[src/rtl/cbp_pkg.sv]
// Shared widths and per-node formats for the complex bandpass lattice filter.
// Assumes WORK_FRAC equals SIG_W-1, so the input and the output share one scale.
package cbp_pkg;
    localparam int SIG_W     = 13;   // input/output sample width
    localparam int COEF_W    = 7;    // coefficient width incl. sign
    localparam int COEF_FRAC = 6;    // coefficient fraction bits
    localparam int WORK_FRAC = 12;   // common working fraction bits
    localparam int WORK_W    = 16;   // sign + 3 integer + 12 fraction
    localparam int NODE_CNT  = 5;    // total nodes, both branches
    localparam int UP_N      = 3;    // nodes in the longer branch
    localparam int LO_N      = 2;    // nodes in the shorter branch

    // Per-node integer bits (without sign) and fraction bits; long branch first.
    localparam int NODE_IB [NODE_CNT] = '{0, 1, 1, 0, 1};
    localparam int NODE_FB [NODE_CNT] = '{11, 10, 11, 11, 10};

    localparam logic signed [COEF_W-1:0] DEF_COEFS [NODE_CNT] =
        '{7'sd38, -7'sd45, 7'sd27, -7'sd52, 7'sd33};
endpackage

[src/rtl/cbp_node.sv]
// One complex loop node: state rotated by j, scaled by a fixed coefficient,
// product truncated toward minus infinity, added to the node input, then
// rounded toward zero and saturated symmetrically into the node's own format.
// Assumes FB <= WORK_FRAC. Output is the held state aligned to WORK_FRAC.
module cbp_node
    import cbp_pkg::*;
#(
    parameter int IB = 0,
    parameter int FB = 11,
    parameter logic signed [COEF_W-1:0] COEF = 7'sd0
) (
    input  logic                     clk,
    input  logic                     rst_n,
    input  logic                     en,
    input  logic signed [WORK_W-1:0] in_re,
    input  logic signed [WORK_W-1:0] in_im,
    output logic signed [WORK_W-1:0] st_re,
    output logic signed [WORK_W-1:0] st_im
);
    localparam int SW  = 1 + IB + FB;
    localparam int D   = WORK_FRAC - FB;
    localparam int MW  = WORK_W + COEF_W;
    localparam int UW  = WORK_W + 1;
    localparam int LIM = (1 << (SW - 1)) - 1;
    localparam logic [UW-1:0] RMASK = UW'((1 << D) - 1);

    logic signed [SW-1:0]     s_re, s_im, nx_re, nx_im;
    logic signed [WORK_W-1:0] al_re, al_im, r_re, r_im, p_re, p_im;
    logic signed [MW-1:0]     m_re, m_im;
    logic signed [UW-1:0]     u_re, u_im;

    // Round toward zero by D bits, then clamp to the symmetric node range.
    function automatic logic signed [SW-1:0] settle(input logic signed [UW-1:0] u);
        logic signed [UW-1:0] q;
        q = u >>> D;
        if (u[UW-1] && ((u & RMASK) != '0))
            q = q + UW'(1);
        if (q > UW'(LIM))
            return SW'(LIM);
        else if (q < UW'(-LIM))
            return SW'(-LIM);
        else
            return SW'(q);
    endfunction

    // Datapath: align, rotate by j, multiply, truncate, add, settle.
    always_comb begin
        al_re = WORK_W'(s_re) <<< D;
        al_im = WORK_W'(s_im) <<< D;
        r_re  = -al_im;
        r_im  = al_re;
        m_re  = MW'(r_re) * MW'(COEF);
        m_im  = MW'(r_im) * MW'(COEF);
        p_re  = WORK_W'(m_re >>> COEF_FRAC);
        p_im  = WORK_W'(m_im >>> COEF_FRAC);
        u_re  = UW'(in_re) + UW'(p_re);
        u_im  = UW'(in_im) + UW'(p_im);
        nx_re = settle(u_re);
        nx_im = settle(u_im);
    end

    // State register: cleared by reset, loaded only on a valid sample.
    always_ff @(posedge clk) begin
        if (!rst_n) begin
            s_re <= '0;
            s_im <= '0;
        end else if (en) begin
            s_re <= nx_re;
            s_im <= nx_im;
        end
    end

    assign st_re = al_re;
    assign st_im = al_im;

    // saturation is symmetric, the most negative code is never held.
    assert_sym_state_R4: assert property (@(posedge clk) disable iff (!rst_n)
        (s_re != {1'b1, {(SW-1){1'b0}}}) && (s_im != {1'b1, {(SW-1){1'b0}}}));

    // without a valid sample the state does not move.
    assert_idle_state_R7: assert property (@(posedge clk) disable iff (!rst_n)
        !en |=> ($stable(s_re) && $stable(s_im)));
endmodule

[src/rtl/cbp_ladder.sv]
// A chain of N complex nodes. Node 0 takes the branch input and every later
// node takes its predecessor's held state, so each stage adds one sample delay.
// Node formats and coefficients are taken from index BASE onward.
module cbp_ladder
    import cbp_pkg::*;
#(
    parameter int N    = UP_N,
    parameter int BASE = 0,
    parameter logic signed [COEF_W-1:0] COEFS [NODE_CNT] = DEF_COEFS
) (
    input  logic                     clk,
    input  logic                     rst_n,
    input  logic                     en,
    input  logic signed [WORK_W-1:0] in_re,
    input  logic signed [WORK_W-1:0] in_im,
    output logic signed [WORK_W-1:0] tail_re,
    output logic signed [WORK_W-1:0] tail_im
);
    logic signed [WORK_W-1:0] ch_re [N+1];
    logic signed [WORK_W-1:0] ch_im [N+1];

    assign ch_re[0] = in_re;
    assign ch_im[0] = in_im;

    // One node per stage, formats picked from the package tables.
    for (genvar k = 0; k < N; k++) begin : g_node
        cbp_node #(
            .IB  (NODE_IB[BASE+k]),
            .FB  (NODE_FB[BASE+k]),
            .COEF(COEFS[BASE+k])
        ) u_node (
            .clk  (clk),
            .rst_n(rst_n),
            .en   (en),
            .in_re(ch_re[k]),
            .in_im(ch_im[k]),
            .st_re(ch_re[k+1]),
            .st_im(ch_im[k+1])
        );
    end

    assign tail_re = ch_re[N];
    assign tail_im = ch_im[N];
endmodule

[src/rtl/cbp_combiner.sv]
// Output stage: halved sum of the branch ends gives I, halved difference of
// the imaginary parts gives Q. Both use an arithmetic shift, are saturated to
// a symmetric SIG_W range and are registered with one strobe per valid.
// Assumes the inputs carry WORK_FRAC = SIG_W-1 fraction bits.
module cbp_combiner
    import cbp_pkg::*;
(
    input  logic                     clk,
    input  logic                     rst_n,
    input  logic                     en,
    input  logic signed [WORK_W-1:0] up_re,
    input  logic signed [WORK_W-1:0] up_im,
    input  logic signed [WORK_W-1:0] lo_re,
    input  logic signed [WORK_W-1:0] lo_im,
    output logic                     out_valid,
    output logic signed [SIG_W-1:0]  out_i,
    output logic signed [SIG_W-1:0]  out_q
);
    localparam int SUMW = WORK_W + 1;
    localparam int OLIM = (1 << (SIG_W - 1)) - 1;

    logic signed [SUMW-1:0] h_i, h_q;
    logic signed [SIG_W-1:0] c_i, c_q;

    // Clamp a halved value to the symmetric output range.
    function automatic logic signed [SIG_W-1:0] clip(input logic signed [SUMW-1:0] v);
        if (v > SUMW'(OLIM))
            return SIG_W'(OLIM);
        else if (v < SUMW'(-OLIM))
            return SIG_W'(-OLIM);
        else
            return SIG_W'(v);
    endfunction

    // Sum and difference of the branch ends, halved and clamped.
    always_comb begin
        h_i = (SUMW'(up_re) + SUMW'(lo_re)) >>> 1;
        h_q = (SUMW'(up_im) - SUMW'(lo_im)) >>> 1;
        c_i = clip(h_i);
        c_q = clip(h_q);
    end

    // Output register: loads on a valid sample, strobe follows the input strobe.
    always_ff @(posedge clk) begin
        if (!rst_n) begin
            out_valid <= 1'b0;
            out_i     <= '0;
            out_q     <= '0;
        end else begin
            out_valid <= en;
            if (en) begin
                out_i <= c_i;
                out_q <= c_q;
            end
        end
    end

    // a valid sample yields a strobe on the next edge.
    assert_strobe_follow_R2: assert property (@(posedge clk) disable iff (!rst_n)
        en |=> out_valid);

    // no strobe without a valid sample.
    assert_strobe_quiet_R2: assert property (@(posedge clk) disable iff (!rst_n)
        !en |=> !out_valid);

    // the most negative output code never appears.
    assert_out_sym_R6: assert property (@(posedge clk) disable iff (!rst_n)
        (out_i != {1'b1, {(SIG_W-1){1'b0}}}) && (out_q != {1'b1, {(SIG_W-1){1'b0}}}));

    // outputs hold through idle cycles.
    assert_out_hold_R7: assert property (@(posedge clk) disable iff (!rst_n)
        !en |=> ($stable(out_i) && $stable(out_q)));
endmodule

[src/rtl/cbp_lattice_filter.sv]
// Top of the complex quarter-rate bandpass filter. The real input feeds both
// lattice branches with zero imaginary part, and the combiner forms the I/Q output.
// Assumes the input sample is a pure fraction with SIG_W-1 fraction bits.
module cbp_lattice_filter
    import cbp_pkg::*;
#(
    parameter logic signed [COEF_W-1:0] COEFS [NODE_CNT] = DEF_COEFS
) (
    input  logic                    clk,
    input  logic                    rst_n,
    input  logic                    in_valid,
    input  logic signed [SIG_W-1:0] in_sample,
    output logic                    out_valid,
    output logic signed [SIG_W-1:0] out_i,
    output logic signed [SIG_W-1:0] out_q
);
    logic signed [WORK_W-1:0] x_re, x_im;
    logic signed [WORK_W-1:0] u_re, u_im, l_re, l_im;

    assign x_re = WORK_W'(in_sample);
    assign x_im = '0;

    cbp_ladder #(.N(UP_N), .BASE(0), .COEFS(COEFS)) u_upper (
        .clk(clk), .rst_n(rst_n), .en(in_valid),
        .in_re(x_re), .in_im(x_im),
        .tail_re(u_re), .tail_im(u_im)
    );

    cbp_ladder #(.N(LO_N), .BASE(UP_N), .COEFS(COEFS)) u_lower (
        .clk(clk), .rst_n(rst_n), .en(in_valid),
        .in_re(x_re), .in_im(x_im),
        .tail_re(l_re), .tail_im(l_im)
    );

    cbp_combiner u_comb (
        .clk(clk), .rst_n(rst_n), .en(in_valid),
        .up_re(u_re), .up_im(u_im), .lo_re(l_re), .lo_im(l_im),
        .out_valid(out_valid), .out_i(out_i), .out_q(out_q)
    );
endmodule

[config.mk]
export PLATFORM = sky130hd
export DESIGN_NAME = cbp_lattice_filter
export DESIGN_NICKNAME = d
export VERILOG_FILES = /design/src/rtl/cbp_pkg.sv /design/src/rtl/cbp_node.sv /design/src/rtl/cbp_ladder.sv /design/src/rtl/cbp_combiner.sv /design/src/rtl/cbp_lattice_filter.sv
export SDC_FILE = /design/constraint.sdc
export NUM_CORES = 1
export LEC_CHECK = 0
export ABC_AREA = 1
export BUFFER_PORTS_ARGS = -buffer_cell sky130_fd_sc_hd__buf_2
export CORE_AREA = 2 2 192 335
export DETAILED_ROUTE_END_ITERATION = 10
export DIE_AREA = 0 0 194 337
export GPL_ROUTABILITY_DRIVEN = 0
export PLACE_DENSITY = 0.73
export SETUP_SLACK_MARGIN = 0.5
export SYNTH_ARGS = -nofsm -noshare
export SYNTH_HDL_FRONTEND = slang
export SYNTH_SLANG_ARGS = --single-unit
[constraint.sdc]
create_clock -name clk -period 6.8 [get_ports clk]
set_input_delay 1.36 -clock clk [delete_from_list [all_inputs] [get_ports clk]]
set_output_delay 1.36 -clock clk [all_outputs]
set_load 0.01 [all_outputs]
==> run_results.csv <==
group,metric,value,unit
status,status,"complete, but fails checks",
status,violations,"setup timing",
logic_synthesis,ys_seq_elements,149,
job,drv_cap,0,
worst_hold_path,holdPathStages,2,
layout,final_nets,6412,
timing,fin_crit_sh,101,%
route,wl_per_cell,15.4,um
timing,worst_slew_pin_slew,1080,ps
worst_setup_path,critPathTopFamily,"simple AND/OR/NAND/NOR gates",
place,dp.cells,6368,
logic_synthesis,syn_nets,6152,
layout,layout.cells.non_filler,6558,
worst_setup_path,reg2reg_slack,-70,ps
floorplanning,io_pins,43,
global_routing,grt_overflow,0,
logic_synthesis,synthTopCellsByArea,"ha_1 20%, nand2_1 17%, inv_1 12%, dfxtp_1 8.9%, fa_1 7.2%",
clocking,cts_tree,"yes",
worst_setup_path,cpMaxStageDelayCell,"fa_1",
worst_setup_path,criticalPathCategory,"register to register",
layout,drive_above_1_share,16.4,%
route,vias,35400,
clocking,clockBufferDepth,2,
worst_setup_path,cp_max_fo,6,
route,drt_iter0_markers,1702,
worst_setup_path,critPathBufInv,11,
worst_setup_path,startpoint,"u_upper.g_node[2].u_node.s_im[0]",
timing,final-hold-violation-count,0,
global_routing,grt_antenna_before_repair,1,
floorplanning,fp-row-count,122,
floorplanning,dieArea,0.0654,mm^2
floorplanning,core_area,0.0629,mm^2
logic_synthesis,seq_area_frac_synth,8.88,%
floorplanning,die_h,337,um
clocking,clk_latency,480,ps
timing,drv_slew,0,
worst_setup_path,startpoint_type,"register",
timing,tns,-557,ps
timing,fin_crit,6870,ps
logic_synthesis,synth_cell_types,55,
logic_synthesis,synth_flop_cell,"dfxtp_1",
timing,rsz0062_at_grt,"true",
timing,setup_violations,14,
timing,slew_headroom,28.0,%
floorplanning,start_util,53.4,%
global_routing,grt_pass1_vias,34800,
logic_synthesis,async_flop_share,0,%
route,antenna_left,0,
logic_synthesis,ys_warn_count,0,
clocking,cts_buffers,17,
timing,fmax,0.146,GHz
route,avgViaCountPerCell,5.40,
global_routing,grt_max_degree,68,
worst_setup_path,crit_required,7170,ps
place,dp_hpwl,78700,um
worst_hold_path,whs_endpoint,"u_comb.out_i[11]",
worst_setup_path,cp_common_cell,"nand2_2",
worst_hold_path,hp-class,"register to register",
timing,finClkSkew,13.3,ps
timing,worst_slack,-69.3,ps
worst_setup_path,r2r-start,"u_upper.g_node[2].u_node.s_im[0]",
global_routing,grt.total_usage,29.2,%
worst_setup_path,cp.arrival,7240,ps
logic_synthesis,synth_edf_count,0,
logic_synthesis,syn_area_per_cell,6.13,um^2
route,dr.pass1.iters,7,
layout,syn2layout_area_growth,18.6,%
worst_setup_path,ff2ff_path_depth,48,
place,numPortBuffers,42,
clocking,cts_sinks,149,
worst_setup_path,crit_path_end_kind,"register",
logic_synthesis,yosys.area.top_type_share,20.0,%
route,routed_wl,101000,um
clocking,cts_root_buf,"clkbuf_16",
worst_setup_path,rr_endpoint,"u_upper.g_node[2].u_node.s_re[1]",
clocking,hold_buffers,0,
logic_synthesis,yosysTopAreaCell,"ha_1",
layout,diodes,0,
worst_setup_path,cpPeakStageDelay,510,ps
logic_synthesis,syn_inst,5479,
global_routing,grt_pass1_wl,158000,um
route,drc,0,
clocking,path_clk_slew,70,ps
logic_synthesis,syn_area,0.0336,mm^2
worst_hold_path,min_from,"u_comb.out_i[11]",
floorplanning,die_w,194,um
clocking,cts_max_level,4,
-- per-layer routing --
metal / vias up / wire length, um / global-route usage, %
met4: 2 / 9370 / 23.7
met1: 16300 / 35000 / 26.7
met3: 486 / 3190 / 2.67
li1: 17800 / - / -
met2: 872 / 53700 / 58.1
met5: - / 13 / 0
-- worst min-delay path, cell delays in order, from the launching register on --
cell and delay (ps):
dfxtp_1 310, nand2_1 60, nand2_1 40
-- logic make-up (layout without fill, tap and decap cells) --
| family | count (synthesis) | after routing | share of synthesized area [%] |
|---|---|---|---|
| and+or+nand+nor | 2548 | 2558 | 32.3 |
| buffers and inverters | 1183 | 1445 | 13.5 |
| AOI/OAI and AO/OA | 677 | 678 | 11.1 |
| adders and majority gates | 657 | 657 | 27.2 |
| xor gates and xnor gates | 265 | 265 | 7.00 |
| DFF | 149 | 149 | 8.88 |
-- synthesized netlist by cell type (3+ instances only) --
cell type	count
nand3_4	4
nand4_1	84
o21ai_1	5
fa_1	121
a31oi_1	6
buf_6	9
nor2_4	6
a21oi_1	333
o21bai_1	32
a21o_1	14
a211oi_1	3
nor4_1	7
nand2_2	30
o211ai_1	9
inv_1	1111
nor2_2	29
nand3_1	344
inv_2	12
a21oi_2	15
nand3b_1	41
ha_1	536
clkbuf_1	32
xnor2_1	69
dfxtp_1	149
nor3_1	37
and2_1	4
nand2_1	1520
o21a_1	9
buf_2	10
xor2_1	193
a31o_2	3
a221oi_1	4
o31ai_1	4
a21boi_0	3
buf_4	6
or2_2	15
o21ai_0	226
nand3_2	14
nor2_1	403
nor3_2	5
o22ai_1	3
-- state kept, by name (all words and copies together) (netlist names) --
name                        count
u_comb.out_valid                1
u_upper.g_node.u_node.s_re     37
u_comb.out_q                   13
u_lower.g_node.u_node.s_im     24
u_upper.g_node.u_node.s_im     37
u_comb.out_i                   13
u_lower.g_node.u_node.s_re     24
-- area by class of cell --
cell class                 count  area [um^2]
clock inverter                12          140
tap                          806         1010
timing repair buffer         287         2210
clock buffer                  20          458
timing repair inverter         1         7.51
fill                        5670        23100
inverter                    1125         4250
multi-input combinational   4158        28700
sequential                   149         3030
-- metrics by stage --
stage / instance area (um^2) / hold slack (ps) / setup WS (ps) / utilization, %
floorplan: 33900 / 472 / 501 / -
global placement: 35500 / 438 / -26.9 / 56.5
detailed placement: 35500 / 443 / -93.4 / 56.5
CTS: 37900 / 456 / 244 / 60.3
global route: 39800 / 483 / -426 / 63.3
finish: 39800 / 457 / -69.3 / 63.3
-- placed cells by master (no fill, tap or decap), types with 20 or more instances in the layout --
| master | count |
|---|---|
| buf_2 | 42 |
| nor2_1 | 354 |
| ha_4 | 68 |
| nor2_2 | 56 |
| nand2_2 | 128 |
| a21oi_2 | 67 |
| fa_1 | 119 |
| nand3b_1 | 41 |
| ha_1 | 460 |
| nand3_2 | 35 |
| o21ai_1 | 20 |
| nor2_4 | 29 |
| inv_1 | 1063 |
| o21bai_1 | 30 |
| dfxtp_1 | 131 |
| inv_2 | 51 |
| nand2_1 | 1401 |
| o21ai_0 | 195 |
| nand4_1 | 84 |
| nand2_4 | 29 |
| xnor2_1 | 61 |
| xor2_1 | 178 |
| buf_6 | 27 |
| buf_4 | 214 |
| a21oi_1 | 272 |
| nand3_1 | 318 |
-- worst max-delay path by stage --
| stage | depth (start not counted) | to | slack, ps |
|---|---|---|---|
| global route | 55 | u_upper.g_node[2].u_node.s_re[9] | -430 |
| CTS | 52 | u_upper.g_node[2].u_node.s_re[0] | 240 |
| floorplan | 47 | u_upper.g_node[1].u_node.s_re[9] | 500 |
| global placement | 44 | u_upper.g_node[1].u_node.s_re[0] | -30 |
| finish | 48 | u_upper.g_node[2].u_node.s_re[1] | -70 |
| detailed placement | 44 | u_upper.g_node[1].u_node.s_re[0] | -90 |
-- what timing repair did --
item                                    4_1_cts  5_1_grt
endpoints found under the hold margin         0        0
gates resized for setup                     257      321
setup buffers                                74       69
gates cloned                                  8        7
endpoints found under the setup margin       81       86
pin swaps                                   163      264
Power is left out: the tool's default activity adds up to more than one toggle a clock period on the data nets, which glitch-free logic cannot reach.
